--- src/rtl/trio_dec_pkg.sv ---
package trio_dec_pkg;
   // class of one incoming slot as seen by the steering logic
   typedef enum logic [1:0] {
      CLS_NONE   = 2'd0,
      CLS_SIMPLE = 2'd1,
      CLS_MULTI  = 2'd2,
      CLS_UCODE  = 2'd3
   } slot_cls_e;

   function automatic int unsigned cnt_width(input int unsigned n);
      return (n < 2) ? 1 : $clog2(n + 1);
   endfunction
endpackage

--- src/rtl/trio_slot_classify.sv ---
module trio_slot_classify
   import trio_dec_pkg::*;
#(
   parameter int unsigned UOP_W    = 4,
   parameter int unsigned MAX_CPLX = 4
) (
   input  logic             vld,
   input  logic [UOP_W-1:0] uops,
   output slot_cls_e        cls
);
   localparam logic [UOP_W-1:0] CPLX_LIM = UOP_W'(MAX_CPLX);

   always_comb begin
      if (!vld)                   cls = CLS_NONE;
      else if (uops <= 1)         cls = CLS_SIMPLE;
      else if (uops <= CPLX_LIM)  cls = CLS_MULTI;
      else                        cls = CLS_UCODE;
   end
endmodule

--- src/rtl/trio_group_form.sv ---
module trio_group_form
   import trio_dec_pkg::*;
#(
   parameter int unsigned NUM_DEC = 3,
   parameter int unsigned UOP_W   = 4,
   localparam int unsigned TAKE_W = cnt_width(NUM_DEC)
) (
   input  slot_cls_e [NUM_DEC-1:0]       cls,
   input  logic [NUM_DEC*UOP_W-1:0]      uops,
   input  logic                          busy,
   output logic [NUM_DEC-1:0]            lane_vld,
   output logic [NUM_DEC*UOP_W-1:0]      lane_uops,
   output logic [TAKE_W-1:0]             take_cnt,
   output logic                          seq_start
);
   logic [NUM_DEC-1:0] chain;

   // lane 0 is the only lane able to expand a multi-micro-op instruction
   assign chain[0]  = !busy && ((cls[0] == CLS_SIMPLE) || (cls[0] == CLS_MULTI));
   assign seq_start = !busy && (cls[0] == CLS_UCODE);

   for (genvar i = 1; i < NUM_DEC; i++) begin : g_tail
      assign chain[i] = chain[i-1] && (cls[i] == CLS_SIMPLE);
   end

   for (genvar i = 0; i < NUM_DEC; i++) begin : g_lane
      assign lane_uops[i*UOP_W +: UOP_W] = chain[i] ? uops[i*UOP_W +: UOP_W] : '0;
   end

   assign lane_vld = chain;

   always_comb begin
      take_cnt = TAKE_W'(seq_start);
      for (int i = 0; i < NUM_DEC; i++)
         take_cnt = take_cnt + TAKE_W'(chain[i]);
   end
endmodule

--- src/rtl/trio_seq_track.sv ---
module trio_seq_track (
   input  logic clk,
   input  logic rst_n,
   input  logic start,
   input  logic done,
   output logic busy
);
   always_ff @(posedge clk or negedge rst_n) begin
      if (!rst_n)            busy <= 1'b0;
      else if (busy && done) busy <= 1'b0;
      else if (start)        busy <= 1'b1;
   end

   assert_busy_after_start_R5: assert property (@(posedge clk) disable iff (!rst_n)
      start |=> busy);
   assert_done_releases_R6: assert property (@(posedge clk) disable iff (!rst_n)
      (busy && done) |=> !busy);
   assert_idle_done_ignored_R7: assert property (@(posedge clk) disable iff (!rst_n)
      (!busy && done && !start) |=> !busy);
endmodule

--- src/rtl/trio_decode_steer.sv ---
module trio_decode_steer
   import trio_dec_pkg::*;
#(
   parameter int unsigned NUM_DEC  = 3,
   parameter int unsigned UOP_W    = 4,
   parameter int unsigned MAX_CPLX = 4,
   localparam int unsigned TAKE_W  = cnt_width(NUM_DEC),
   localparam int unsigned PEAK    = MAX_CPLX + NUM_DEC - 1
) (
   input  logic                     clk,
   input  logic                     rst_n,
   input  logic [NUM_DEC-1:0]       slot_vld,
   input  logic [NUM_DEC*UOP_W-1:0] slot_uops,
   input  logic                     seq_done,
   output logic [TAKE_W-1:0]        take_cnt,
   output logic [NUM_DEC-1:0]       lane_vld,
   output logic [NUM_DEC*UOP_W-1:0] lane_uops,
   output logic                     seq_start,
   output logic                     seq_busy
);
   if (NUM_DEC < 1) begin : g_bad_dec
      $error("NUM_DEC must be at least 1");
   end
   if (MAX_CPLX < 1 || MAX_CPLX >= (1 << UOP_W) - 1) begin : g_bad_cplx
      $error("MAX_CPLX must lie in 1 .. 2**UOP_W-2");
   end

   slot_cls_e [NUM_DEC-1:0] cls;

   for (genvar i = 0; i < NUM_DEC; i++) begin : g_cls
      trio_slot_classify #(.UOP_W(UOP_W), .MAX_CPLX(MAX_CPLX)) u_cls (
         .vld  (slot_vld[i]),
         .uops (slot_uops[i*UOP_W +: UOP_W]),
         .cls  (cls[i])
      );
   end

   trio_group_form #(.NUM_DEC(NUM_DEC), .UOP_W(UOP_W)) u_form (
      .cls       (cls),
      .uops      (slot_uops),
      .busy      (seq_busy),
      .lane_vld  (lane_vld),
      .lane_uops (lane_uops),
      .take_cnt  (take_cnt),
      .seq_start (seq_start)
   );

   trio_seq_track u_track (
      .clk   (clk),
      .rst_n (rst_n),
      .start (seq_start),
      .done  (seq_done),
      .busy  (seq_busy)
   );

   int unsigned lane_sum;
   always_comb begin
      lane_sum = 0;
      for (int i = 0; i < NUM_DEC; i++)
         lane_sum = lane_sum + int'(lane_uops[i*UOP_W +: UOP_W]);
   end

   assert_lane_peak_R8: assert property (@(posedge clk) disable iff (!rst_n)
      lane_sum <= PEAK);
   assert_stall_R6: assert property (@(posedge clk) disable iff (!rst_n)
      seq_busy |-> (lane_vld == '0 && take_cnt == '0 && !seq_start));
   assert_start_no_lane_R5: assert property (@(posedge clk) disable iff (!rst_n)
      seq_start |-> (lane_vld == '0 && take_cnt == TAKE_W'(1)));
   assert_lane0_fits_R2: assert property (@(posedge clk) disable iff (!rst_n)
      lane_vld[0] |-> (slot_vld[0] && lane_uops[0 +: UOP_W] <= UOP_W'(MAX_CPLX)));

   for (genvar i = 1; i < NUM_DEC; i++) begin : g_chk
      assert_tail_single_R3: assert property (@(posedge clk) disable iff (!rst_n)
         lane_vld[i] |-> (lane_vld[i-1] && lane_uops[i*UOP_W +: UOP_W] == UOP_W'(1)));
      assert_gap_ends_R4: assert property (@(posedge clk) disable iff (!rst_n)
         !slot_vld[i-1] |-> !lane_vld[i]);
   end
   for (genvar i = 0; i < NUM_DEC; i++) begin : g_zero
      assert_idle_lane_zero_R8: assert property (@(posedge clk) disable iff (!rst_n)
         !lane_vld[i] |-> (lane_uops[i*UOP_W +: UOP_W] == '0));
   end
endmodule

--- config.mk ---
export PLATFORM = sky130hd
export DESIGN_NAME = trio_decode_steer
export DESIGN_NICKNAME = d
export VERILOG_FILES = /design/src/rtl/trio_dec_pkg.sv /design/src/rtl/trio_slot_classify.sv /design/src/rtl/trio_group_form.sv /design/src/rtl/trio_seq_track.sv /design/src/rtl/trio_decode_steer.sv
export SDC_FILE = /design/constraint.sdc
export NUM_CORES = 1
export LEC_CHECK = 0
export ABC_AREA = 0
export BUFFER_PORTS_ARGS = -buffer_cell sky130_fd_sc_hd__buf_2
export CAP_MARGIN = 5
export CORE_AREA = 2 2 39 41
export CTS_BUF_LIST = sky130_fd_sc_hd__clkbuf_16
export CTS_CLUSTER_SIZE = 8
export DETAILED_ROUTE_END_ITERATION = 7
export DIE_AREA = 0 0 41 43
export GPL_TIMING_DRIVEN = 0
export PLACE_DENSITY = 0.64
export SETUP_SLACK_MARGIN = 0.3
export SLEW_MARGIN = 20
export SYNTH_ARGS = -nofsm -noshare
export SYNTH_HDL_FRONTEND = slang
export SYNTH_HIERARCHICAL = 1
export SYNTH_SLANG_ARGS = --single-unit
--- constraint.sdc ---
create_clock -name clk -period 2.9 [get_ports clk]
set_input_delay 0.58 -clock clk [delete_from_list [all_inputs] [get_ports clk]]
set_output_delay 0.58 -clock clk [all_outputs]
set_load 0.1 [all_outputs]
=== Yosys cells after proc, flatten, opt, wreduce, memory -nomap -nowiden ===
Cells that the tools add are included.

* Equal/unequal tests: 5
* Muxes and demuxes: 14
* Reduce and logical (&&, ||, !) cells: 8
* $lt $le $gt $ge: 6
* Add/sub/neg operators: 3

{| class="wikitable"
|+ Operator list
! kind !! count
|-
| less-or-equal comparator 4 x 1 -> 1 bit, second input constant || 3
|-
| less-or-equal comparator 4 x 3 -> 1 bit, second input constant || 3
|-
| two-way mux 2 bit || 6
|-
| two-way mux 4 bit || 3
|-
| == test 2 x 1 -> 1 bit, second input constant || 3
|-
| logical AND 1 bit || 5
|-
| two-way mux 1 bit || 5
|-
| adder 2 x 1 -> 2 bit || 2
|-
| == test 2 bit, second input constant || 2
|-
| adder 1 x 1 -> 2 bit || 1
|-
| nonzero test 2 bit || 1
|-
| logical NOT 1 bit || 1
|-
| logical OR 1 bit || 1
|}

* Output and inout port bits: 19
* Bits in registers: 1
* Input bits: 18
* Logic and storage cells: 37

=== Logic depth before layout (Yosys ltp) ===
Gate-level depths: netlist of run 1.

* Word-level depth: 10
* Depth in mapped cells: 8
* Mapped depth without buffers: 8

=== Hierarchy ===
The synthesis of run 1 kept the hierarchy.

{| class="wikitable"
|+ Modules (own cells, without submodules)
! module !! cells an instance !! sequential area each (um^2) !! times used !! area each (um^2)
|-
| trio_group_form || 25 || 0.0 || 1 || 192.7
|-
| trio_slot_classify || 6 || 0.0 || 3 || 43.8
|-
| trio_seq_track || 3 || 25.0 || 1 || 38.8
|}

=== Worst setup path before layout of run 1 ===
No wires, ideal clock.

* Kind: input -> output
* From: in slot_uops[3]
* To: out take_cnt[1]
* Stages on the path: 7
* Path buffers: 0
* Data arrival time: 3713 ps
* Required time: 2320 ps
* Setup slack: -1393 ps
* Path through: nor4b_2 a211oi_2 ha_1 and2b_2 a21boi_0 ha_1 a31oi_1

{| class="wikitable"
|+ RTL lines
! element !! RTL line !! text
|-
| start, declared || trio_decode_steer.sv:13 || <nowiki>input logic [NUM_DEC*UOP_W-1:0] slot_uops,</nowiki>
|-
| end, declared || trio_decode_steer.sv:15 || <nowiki>output logic [TAKE_W-1:0] take_cnt,</nowiki>
|}

==> summary.txt, run 1 <==
Run status
  • Outcome: finished with violations
  • Failing checks: negative setup slack

Timing
  • Final min period: 2.901 ns
  • Setup Viol. Count Final: 1
  • Period utilisation layout: 100.0%
  • Max-slew violations: 0
  • Post-route clock skew: 0 ns
  • RSZ-0062 raised after global routing: true
  • Hold Violations, Final: 0
  • Hold slack: 0.3546 ns
  • Fmax: 344.7 MHz
  • Slew margin rel.: 67.88%
  • Setup WS post-layout: -0.001191 ns
  • Tightest Pin Transition: 0.4852 ns

GRT
  • Total gr overflow: 0
  • Initial antenna violation count: 0
  • Largest net degree at the start of global routing: 11
  • Global-route wire length before repair: 1449 um
  • Vias in the first global route: 385
  • GRT Util Overall: 11.13%

Final layout
  • Max FFs per register: 1
  • Non-Filler Instances: 103
  • Ant. Diodes: 0
  • Most flops, register: u_track/busy
  • Commonest cells after routing, fill and taps aside: 17 x buf_2, 16 x buf_12, 7 x nor2_1, 7 x and2_4, 5 x inv_1
  • Regs by FF count: u_track/busy x1
  • Most common cell after layout, fill and taps aside: buf_2
  • Fraction of layout cells with a size suffix above 1: 78.16%
  • Fillcell total: 100
  • Final nets: 109
  • P&R area growth vs syn: 173.4%

Worst setup path
  • Critical Path Start: slot_uops[3]
  • CP arrival: 2.32 ns
  • R2R depth: 3
  • CP Buf/Inv Count: 2
  • Required @ worst endpoint: 2.32 ns
  • Setup crit end: take_cnt[0]
  • Worst setup path class: in -> out
  • CP max stage cell: ha_4
  • Crit path cell chain: buf_8 -> nor4b_4 -> a211oi_2 -> ha_1 -> and2b_4 -> a21boi_4 -> ha_4 -> xor2_4 -> buf_12
  • Critical path depth: 9
  • R2r startpoint: u_track/busy
  • Reg-to-Reg End: u_track/busy
  • Slowest Stage Delay on Critical Path: 0.32 ns
  • Worst path top cell family by delay: adder cells
  • Crit. End Element: primary output
  • Reg2Reg Setup Slack: 1.98 ns
  • CP Launch Type: input port
  • CP max FO: 4

Placement
  • GP Congestion: 0.6181
  • IO Port Bufs: 36
  • Setup WS pre-CTS: -0.2367 ns
  • Placed Cells: 98

Clocking
  • Hold_buf cts: 0
  • Worst-skew pair later-pin latency: 0 ns
  • Clk slew on worst S/H paths: 0 ns

Detailed routing
  • Vias: 483
  • DRC viols: 0
  • Total Routed Length: 1229 um
  • DR pass1 iterations: 1
  • DR vias/cell: 4.689
  • Final ANT Viol Nets: 0
  • Routed wire per std cell: 11.93 um
  • Drt initial violations: 0

Logic synthesis
  • Synthesized flop and latch total: 1
  • Register area share after synthesis: 6.897%
  • Post-synth net total: 66
  • Mapped Cells: 46
  • Syn Area/Cell: 7.888 sq um
  • Mapped cell area: 362.8 sq um
  • Distinct cells, synth: 20
  • YS warnings: 6

Die
  • Starting density of the core: 26.22%
  • DIE HEIGHT: 43 um
  • Die W: 41 um
  • Die area: 1763 sq um
  • I/O Pins: 37
  • Row count: 14
  • Core area: 1384 sq um

Pwr
  • Leak: 0.4447 nW
  • Final Power: 0.0003528 W
  • Power Dens Cells: 355.5 nW/um^2
  • Max VDD drop: 216.3 uV

Worst hold path
  • Worst min path class: in -> async

Job
  • Max-cap violation count: 0
==> metal layers <==
metal	vias to the layer above	GRT usage [%]	wire length, um
met2	25	23.44	735
met4	0	0	0
met5	-	0	0
met1	214	11.54	403
met3	0	0	89
li1	244	-	-
==> metrics by stage <==
step                      instance area (sq um)   TNS (ns)  utilization (%)
after floorplan                           465.4    -0.6103                -
after global placement                    665.6    -0.5289            48.10
after detailed placement                  665.6    -0.6915            48.10
after CTS                                 810.8   -0.01090            58.59
after global routing                      992.2   -0.05636            71.70
final                                     992.2  -0.001191            71.70
==> synth_stat cells <==
cell      n  area share (%)
nor3_1    3             4.1
ha_1      2             6.9
and3_2    3             6.2
and2_1    7              12
and2b_2   2             4.8
xor2_1    1             2.4
buf_6     1             3.1
and3_1    1             1.7
a31oi_1   1             1.7
nor2_1    7             7.2
inv_1     5             5.2
a21boi_0  1             2.1
dfrtp_1   1             6.9
and2b_1   1             2.1
and2_2    1             2.1
mux2i_1   1             2.8
a211oi_2  3              10
and2_4    1             2.4
and4bb_1  1             3.4
nor4b_2   3              12
==> power by group <==
| group | internal (W) | switching, W |
|---|---|---|
| clock network | 0 | 0 |
| logic | 0.000128 | 0.000207 |
| registers | 0.0000160 | 0.00000225 |
| total | 0.000144 | 0.000209 |
==> repair_timing <==
action,CTS,global route
pin swaps,6,13
endpoints found under the setup margin,16,17
gates cloned,0,1
resized for setup,41,34
setup buffers,1,3
==> worst min path at each step <==
stage,from,endpoint,slack (ns),cells past startpoint
finish,rst_n,u_track/busy,0.35,1
global route,rst_n,u_track/busy,0.36,1
CTS,rst_n,u_track/busy,0.36,1
detailed placement,rst_n,u_track/busy,0.36,1
global placement,rst_n,u_track/busy,0.36,1
floorplan,rst_n,u_track/busy,0.28,0
==> cell families (layout without fill, tap and decap cells) <==
| group | after synthesis | in the layout | synth area share (%) |
|---|---|---|---|
| compound gates | 5 | 5 | 14.14 |
| xor+xnor | 1 | 1 | 2.414 |
| fa+ha+maj | 2 | 2 | 6.895 |
| buf+inv | 6 | 47 | 8.276 |
| flops | 1 | 1 | 6.895 |
| mux | 1 | 1 | 2.759 |
| simple gates | 30 | 30 | 58.62 |
==> layout make-up <==
class	count	area [sq um]	share of cell area, %
multi-input combinational	39	411.6	41.49
buffer	1	20.02	2.018
timing repair buffer	41	496.7	50.06
inverter	5	18.77	1.892
sequential	1	25.02	2.522
tap	16	20.02	2.018
(Power assumes the default switching activity.)
==> run 2: changes to the inputs <==
--- a/config.mk
+++ b/config.mk
@@ -5,7 +5,7 @@
 export SDC_FILE = /design/constraint.sdc
 export NUM_CORES = 1
 export LEC_CHECK = 0
-export ABC_AREA = 0
+export ABC_AREA = 1
 export BUFFER_PORTS_ARGS = -buffer_cell sky130_fd_sc_hd__buf_2
 export CAP_MARGIN = 5
 export CORE_AREA = 2 2 39 41
@@ -14,7 +14,7 @@
 export DETAILED_ROUTE_END_ITERATION = 7
 export DIE_AREA = 0 0 41 43
 export GPL_TIMING_DRIVEN = 0
-export PLACE_DENSITY = 0.64
+export PLACE_DENSITY = 0.68
 export SETUP_SLACK_MARGIN = 0.3
 export SLEW_MARGIN = 20
 export SYNTH_ARGS = -nofsm -noshare
==> summary.txt, run 2 <==
Final layout
  • Ant. Diodes: 0 (unchanged)
  • Most common cell after layout, fill and taps aside: inv_1
  • Final instance area: 960.9 sq um (-3.2%)
  • Regs by FF count: u_track/busy x1
  • Max FFs per register: 1 (unchanged)
  • Final nets: 138 (+27%)
  • Most flops, register: u_track/busy
  • P&R area growth vs syn: 133.4%
  • Fraction of layout cells with a size suffix above 1: 65.52% (-13 points)
  • Commonest cells after routing, fill and taps aside: 24 x inv_1, 20 x buf_2, 11 x nor2_4
  • Fillcell total: 105 (+5.0%)

Logic synthesis
  • Simple-Gate Fraction of Synth Area: 50.15% (-8.5 points)
  • Synth Area in Adders: 6.079% (-0.82 points)
  • Mux contribution to synthesized area: 0% (-2.8 points)
  • Synthesized flop and latch total: 1 (unchanged)
  • Post-synth net total: 96 (+45%)
  • Synth top area share: 23.71% (+11 points)
  • Largest family of logic cells by synthesized area: simple AND/OR/NAND/NOR gates
  • Mapped Cells: 76 (+65%)
  • Commonest cells post-synth: 26 x inv_1, 13 x nor2_1, 7 x a21oi_1, 7 x nor2_2, 5 x nand2_1
  • Synth Area in XOR/XNOR: 0% (-2.4 points)
  • Synth area leader: inv_1
  • Top-count cell post-synth: inv_1
  • Register area share after synthesis: 6.079% (-0.82 points)
  • Most used DFF post-synth: dfrtp_1
  • YS warnings: 6 (unchanged)
  • Number of synthesized flops with an enable pin: 0 (unchanged)
  • Ys async rst share: 100.0% (unchanged)
  • Synth Area in Compound Gates: 12.16% (-2.0 points)
  • Mapped cell area: 411.6 sq um (+13%)
  • Syn Area/Cell: 5.416 sq um (-31%)
  • Distinct cells, synth: 16 (-20%)
  • Top cells by area, synth: inv_1 24%, nor2_1 12%, nor2_2 11%, a21oi_1 8.5%, dfrtp_1 6.1%

Clocking
  • Worst-skew pair later-pin latency: 0 ns (unchanged)
  • Hold_buf cts: 0 (unchanged)
  • Clk slew on worst S/H paths: 0 ns (unchanged)

GRT
  • Largest net degree at the start of global routing: 7 (-4)
  • Global-route wire length before repair: 1807 um (+25%)
  • Initial antenna violation count: 0 (unchanged)
  • GRT Util Overall: 13.23% (+2.1 points)
  • Vias in the first global route: 499 (+30%)
  • Total gr overflow: 0 (unchanged)

Pwr
  • Power Dens Cells: 360.4 nW/um^2 (+1.4%)
  • Leak: 0.4859 nW (+9.3%)
  • Final Power: 0.0003464 W (-1.8%)
  • Max VDD drop: 245.0 uV (+13%)

Placement
  • Post-DP HPWL: 886 um
  • GP Congestion: 0.6938 (+12%)
  • IO Port Bufs: 36 (unchanged)
  • Area after DPL: 719.4 sq um (+8.1%)

Detailed routing
  • Routed wire per std cell: 9.455 um (-21%)
  • Drt initial violations: 3 (+3)
  • DR vias/cell: 4.462 (-4.8%)
  • Total Routed Length: 1248 um (+1.5%)
  • Vias: 589 (+22%)
  • DR pass1 iterations: 2 (+1)
  • DRC viols: 0 (unchanged)
  • Final ANT Viol Nets: 0 (unchanged)

Worst setup path
  • Setup crit end: take_cnt[0]
  • Required @ worst endpoint: 2.32 ns (about the same)
  • CP Launch Type: input port
  • R2r startpoint: u_track/busy
  • Reg-to-Reg End: u_track/busy
  • Reg2Reg Setup Slack: 2.08 ns (+0.10 ns)
  • Worst setup path class: in -> out
  • Critical Path Start: slot_uops[1]
  • Crit. End Element: primary output
  • CP arrival: 2.13 ns (-0.19 ns)
  • R2R depth: 3 (unchanged)
  • CP max FO: 3 (-1)

Timing
  • Period utilisation layout: 93.31% (-6.7 points)
  • Setup Viol. Count Final: 0 (-1)
  • Post-route clock skew: 0 ns (unchanged)
  • Slew margin rel.: 66.98% (-0.89 points)
  • Final min period: 2.706 ns (-0.1952 ns)
  • Max-slew violations: 0 (unchanged)
  • Tightest Pin Transition: 0.4987 ns (+0.01348 ns)
  • RSZ-0062 raised after global routing: true
  • Fmax: 369.5 MHz (+7.2%)
  • Hold Violations, Final: 0 (unchanged)

Run status
  • Outcome: completed

Die
  • Die area: 1763 sq um (unchanged)
  • I/O Pins: 37 (unchanged)
  • Starting density of the core: 29.75% (+3.5 points)
  • Row count: 14 (unchanged)
  • DIE HEIGHT: 43 um (unchanged)
  • Die W: 41 um (unchanged)
  • Core area: 1384 sq um (unchanged)

Worst hold path
  • Worst min path class: in -> async

Job
  • Max-cap violation count: 0 (unchanged)
run 2: metal layers:
| layer | up-vias | global-route usage [%] | share of wire [%] |
|---|---|---|---|
| met5 | - | 0 | 0 |
| met4 | 0 | 0 | 0 |
| met3 | 0 | 0 | 6.2 |
| met2 | 18 | 26.25 | 56 |
| met1 | 270 | 15.34 | 38 |
| li1 | 301 | - | - |
run 2: power breakdown:
| group | internal (W) | switching, W |
|---|---|---|
| sequential | 0.0000159 | 0.00000481 |
| clock | 0 | 0 |
| combinational | 0.0000981 | 0.000228 |
| total | 0.000114 | 0.000232 |
run 2: cells by family (layout without fill, tap and decap cells):
logic type,Yosys count,in the layout
adders and majority gates,2,2
buffers and inverters,28,68
and+or+nand+nor,35,35
AOI/OAI and AO/OA,10,10
DFF,1,1
run 2: area by class of cell:
| type | instances | area (sq um) | area share [%] |
|---|---|---|---|
| multi-input combinational | 47 | 446.7 | 46.48 |
| timing repair buffer | 40 | 356.6 | 37.11 |
| inverter | 28 | 112.6 | 11.72 |
| sequential | 1 | 25.02 | 2.604 |
| tap | 16 | 20.02 | 2.083 |
run 2: repair_timing:
| action | 4_1_cts | 5_1_grt |
|---|---|---|
| gates resized for setup | 28 | 22 |
| pin swaps | 7 | 7 |
| endpoints found under the setup margin | 11 | 16 |
| buffers inserted | 3 | 1 |
run 2: how the worst min path moves through the flow:
stage               start            to  cells after the start
floorplan           rst_n  u_track/busy                      0
global placement    rst_n  u_track/busy                      1
detailed placement  rst_n  u_track/busy                      1
CTS                 rst_n  u_track/busy                      1
global route        rst_n  u_track/busy                      1
finish              rst_n  u_track/busy                      1
run 2: per-stage QoR:
| stage | utilization, % | setup TNS, ns | worst slack (ns) | hold WS [ns] | instances |
|---|---|---|---|---|---|
| floorplan | - | -0.9198 | -0.1398 | 0.2844 | 76 |
| global placement | 51.99 | -0.3622 | -0.2083 | 0.3555 | 128 |
| detailed placement | 51.99 | -0.3643 | -0.2036 | 0.3564 | 128 |
| CTS | 60.85 | 0 | 0.1567 | 0.3564 | 131 |
| global route | 69.44 | 0 | 0.1118 | 0.3618 | 132 |
| finish | 69.44 | 0 | 0.1940 | 0.3550 | 132 |
run 2: worst max-delay path, cell delays in order:
cell,delay [ns]
buf_8,0.11
nor2_4,0.13
nor2_2,0.06
a21oi_2,0.16
ha_4,0.23
nand2_4,0.09
a21oi_4,0.04
ha_4,0.25
nand3b_1,0.20
nand2_4,0.11
buf_12,0.17
==> run 3: changes to the inputs <==
--- a/config.mk
+++ b/config.mk
@@ -14,10 +14,10 @@
 export DETAILED_ROUTE_END_ITERATION = 7
 export DIE_AREA = 0 0 41 43
 export GPL_TIMING_DRIVEN = 0
-export PLACE_DENSITY = 0.68
+export PLACE_DENSITY = 0.6
+export RECOVER_POWER = 50
 export SETUP_SLACK_MARGIN = 0.3
 export SLEW_MARGIN = 20
 export SYNTH_ARGS = -nofsm -noshare
 export SYNTH_HDL_FRONTEND = slang
-export SYNTH_HIERARCHICAL = 1
 export SYNTH_SLANG_ARGS = --single-unit
==> summary.txt, run 3 <==
Run status
  • Outcome: finished with violations
  • Failing checks: negative setup slack

Final layout
  • Final nets: 109 (-21%)
  • Regs by FF count: u_track.busy x1
  • Max FFs per register: 1 (unchanged)
  • Most flops, register: u_track.busy
  • Final instance area: 690.7 sq um (-28%)
  • Post-layout util: 49.91% (-20 points)
  • Fraction of layout cells with a size suffix above 1: 66.28% (+0.76 points)
  • P&R area growth vs syn: 128.1%
  • Fillcell total: 138 (+31%)
  • Ant. Diodes: 0 (unchanged)
  • Commonest cells after routing, fill and taps aside: 16 x buf_2, 14 x buf_4, 9 x inv_1
  • Most common cell after layout, fill and taps aside: buf_2

Logic synthesis
  • Syn Area/Cell: 6.442 sq um (+19%)
  • Ys async rst share: 100.0% (unchanged)
  • Register area share after synthesis: 8.264% (+2.2 points)
  • Most used DFF post-synth: dfrtp_1
  • Synth area leader: inv_1
  • Commonest cells post-synth: 14 x inv_1, 8 x nor2_1, 6 x buf_4
  • Mapped cell area: 302.8 sq um (-26%)
  • Mapped Cells: 47 (-38%)
  • Distinct cells, synth: 17 (+1)
  • Top-count cell post-synth: inv_1
  • YS warnings: 0 (-6)
  • Synth top area share: 17.36% (-6.4 points)
  • Synthesized flop and latch total: 1 (unchanged)
  • Top cells by area, synth: inv_1 17%, buf_4 15%, nor2_1 9.9%, dfrtp_1 8.3%, ha_1 8.3%
  • Number of synthesized flops with an enable pin: 0 (unchanged)

Timing
  • Hold Violations, Final: 0 (unchanged)
  • Post-route clock skew: 0 ns (unchanged)
  • Fmax: 315.5 MHz (-15%)
  • RSZ-0062 raised after global routing: true
  • Setup Viol. Count Final: 2 (+2)
  • Final min period: 3.169 ns (+0.4631 ns)
  • Max-slew violations: 0 (unchanged)
  • Setup WS post-layout: -0.2691 ns (-0.4631 ns)
  • Final setup TNS: -0.4641 ns (-0.4641 ns)
  • Period utilisation layout: 109.3% (+16 points)
  • Tightest Pin Transition: 1.152 ns (+0.6530 ns)
  • Slew margin rel.: 23.55% (-43 points)
  • Hold slack: 0.3577 ns (+0.002773 ns)

Pwr
  • Power Dens Cells: 395.6 nW/um^2 (+9.8%)
  • Leak: 0.3844 nW (-21%)
  • Final Power: 0.0002732 W (-21%)
  • Max VDD drop: 148.8 uV (-39%)

Die
  • Core area: 1384 sq um (unchanged)
  • I/O Pins: 37 (unchanged)
  • Die W: 41 um (unchanged)
  • Die area: 1763 sq um (unchanged)
  • Starting density of the core: 21.88% (-7.9 points)
  • Row count: 14 (unchanged)
  • DIE HEIGHT: 43 um (unchanged)

Clocking
  • Hold_buf cts: 0 (unchanged)
  • Worst-skew pair later-pin latency: 0 ns (unchanged)
  • Clk slew on worst S/H paths: 0 ns (unchanged)

GRT
  • Initial antenna violation count: 0 (unchanged)
  • Largest net degree at the start of global routing: 6 (-1)
  • GRT Util Overall: 8.826% (-4.4 points)
  • Vias in the first global route: 323 (-35%)
  • Global-route wire length before repair: 1152 um (-36%)
  • Total gr overflow: 0 (unchanged)

Job
  • Max-cap violation count: 0 (unchanged)

Placement
  • Post-DP HPWL: 687.5 um (-22%)
  • GP Congestion: 0.6328 (-8.8%)
  • IO Port Bufs: 30 (-17%)
  • Area after DPL: 554.3 sq um (-23%)

Worst setup path
  • Crit. End Element: primary output
  • CP max FO: 3 (unchanged)
  • R2r startpoint: u_track.busy
  • Worst setup path class: in -> out
  • Reg-to-Reg End: u_track.busy
  • Required @ worst endpoint: 2.32 ns (about the same)
  • Reg2Reg Setup Slack: 2.07 ns (about the same)
  • R2R depth: 3 (unchanged)
  • CP arrival: 2.59 ns (+0.46 ns)
  • CP Launch Type: input port

Detailed routing
  • Final ANT Viol Nets: 0 (unchanged)
  • Routed met2 length: 399 um (-43%)
  • DR pass1 iterations: 4 (+2)
  • Metal3 WL: 121 um (+57%)
  • Routed wire per std cell: 7.539 um (-20%)
  • Drt initial violations: 2 (-1)
  • DRT met1 WL: 247 um (-47%)
  • Vias: 388 (-34%)
  • DRC viols: 0 (unchanged)
  • Total Routed Length: 769 um (-38%)
  • DR vias/cell: 3.804 (-15%)
  • Top routing layer in use: met3

Worst hold path
  • Worst min path class: in -> async
[run 3: critical path, cell delays in order]
cell	delay [ns]
buf_12	0.09
inv_12	0.03
a21oi_4	0.13
a21oi_2	0.06
ha_1	0.28
inv_2	0.04
nor2_4	0.11
nand3_4	0.09
nor2_4	0.10
inv_2	0.04
fa_1	0.49
inv_2	0.04
ha_4	0.16
xnor2_4	0.15
buf_12	0.19
[run 3: area by class of cell]
class	instances	area [sq um]	share of cell area (%)
Buffer	6	45.04	6.522
Inverter	16	72.57	10.51
Multi-Input combinational cell	29	256.5	37.14
Sequential cell	1	25.02	3.623
Tap cell	16	20.02	2.899
Timing Repair Buffer	34	271.5	39.31
[run 3: metal layers]
layer / GRT usage, % / vias up
met5: 0 / -
met1: 8.013 / 155
met2: 19.38 / 30
met4: 0 / 0
li1: - / 203
met3: 0.5236 / 0
[run 3: stage by stage]
stage / setup WS [ns] / std cells
2_1_floorplan: -1.365 / 52
4_1_cts: -0.3335 / 101
5_1_grt: -0.3814 / 102
3_3_place_gp: -0.6217 / 98
3_5_place_dp: -0.6276 / 98
6_report: -0.2691 / 102
[run 3: repair_timing]
| action | CTS | global route |
|---|---|---|
| resized for setup | 23 | 7 |
| buffers inserted | 3 | 1 |
| setup endpoints to repair | 10 | 7 |
| pin swaps | 2 | 4 |
[run 3: cell families after synthesis]
group / after synthesis / share of synthesized area, %
buffers and inverters: 22 / 34.71
and+or+nand+nor: 14 / 29.34
AOI/OAI and AO/OA: 5 / 8.679
adders and majority gates: 3 / 14.87
xor gates and xnor gates: 1 / 2.893
DFF: 1 / 8.263
other: 1 / 1.238
[run 3: power breakdown]
group | switching, W | leakage [nW] | internal (W)
Combinational | 0.000189 | 0.371 | 0.0000670
Sequential | 0.00000191 | 0.0130 | 0.0000158
Clock | 0 | 0 | 0
Total | 0.000190 | 0.384 | 0.0000828
[run 3: worst max-delay path by stage]
| stage | from | end | slack (ns) |
|---|---|---|---|
| after floorplan | slot_uops[1] | take_cnt[1] | -1.37 |
| after global placement | slot_uops[1] | take_cnt[1] | -0.62 |
| after detailed placement | slot_uops[1] | take_cnt[1] | -0.63 |
| after CTS | slot_uops[1] | take_cnt[1] | -0.33 |
| after global routing | slot_uops[1] | take_cnt[1] | -0.38 |
| final | slot_uops[1] | take_cnt[1] | -0.27 |
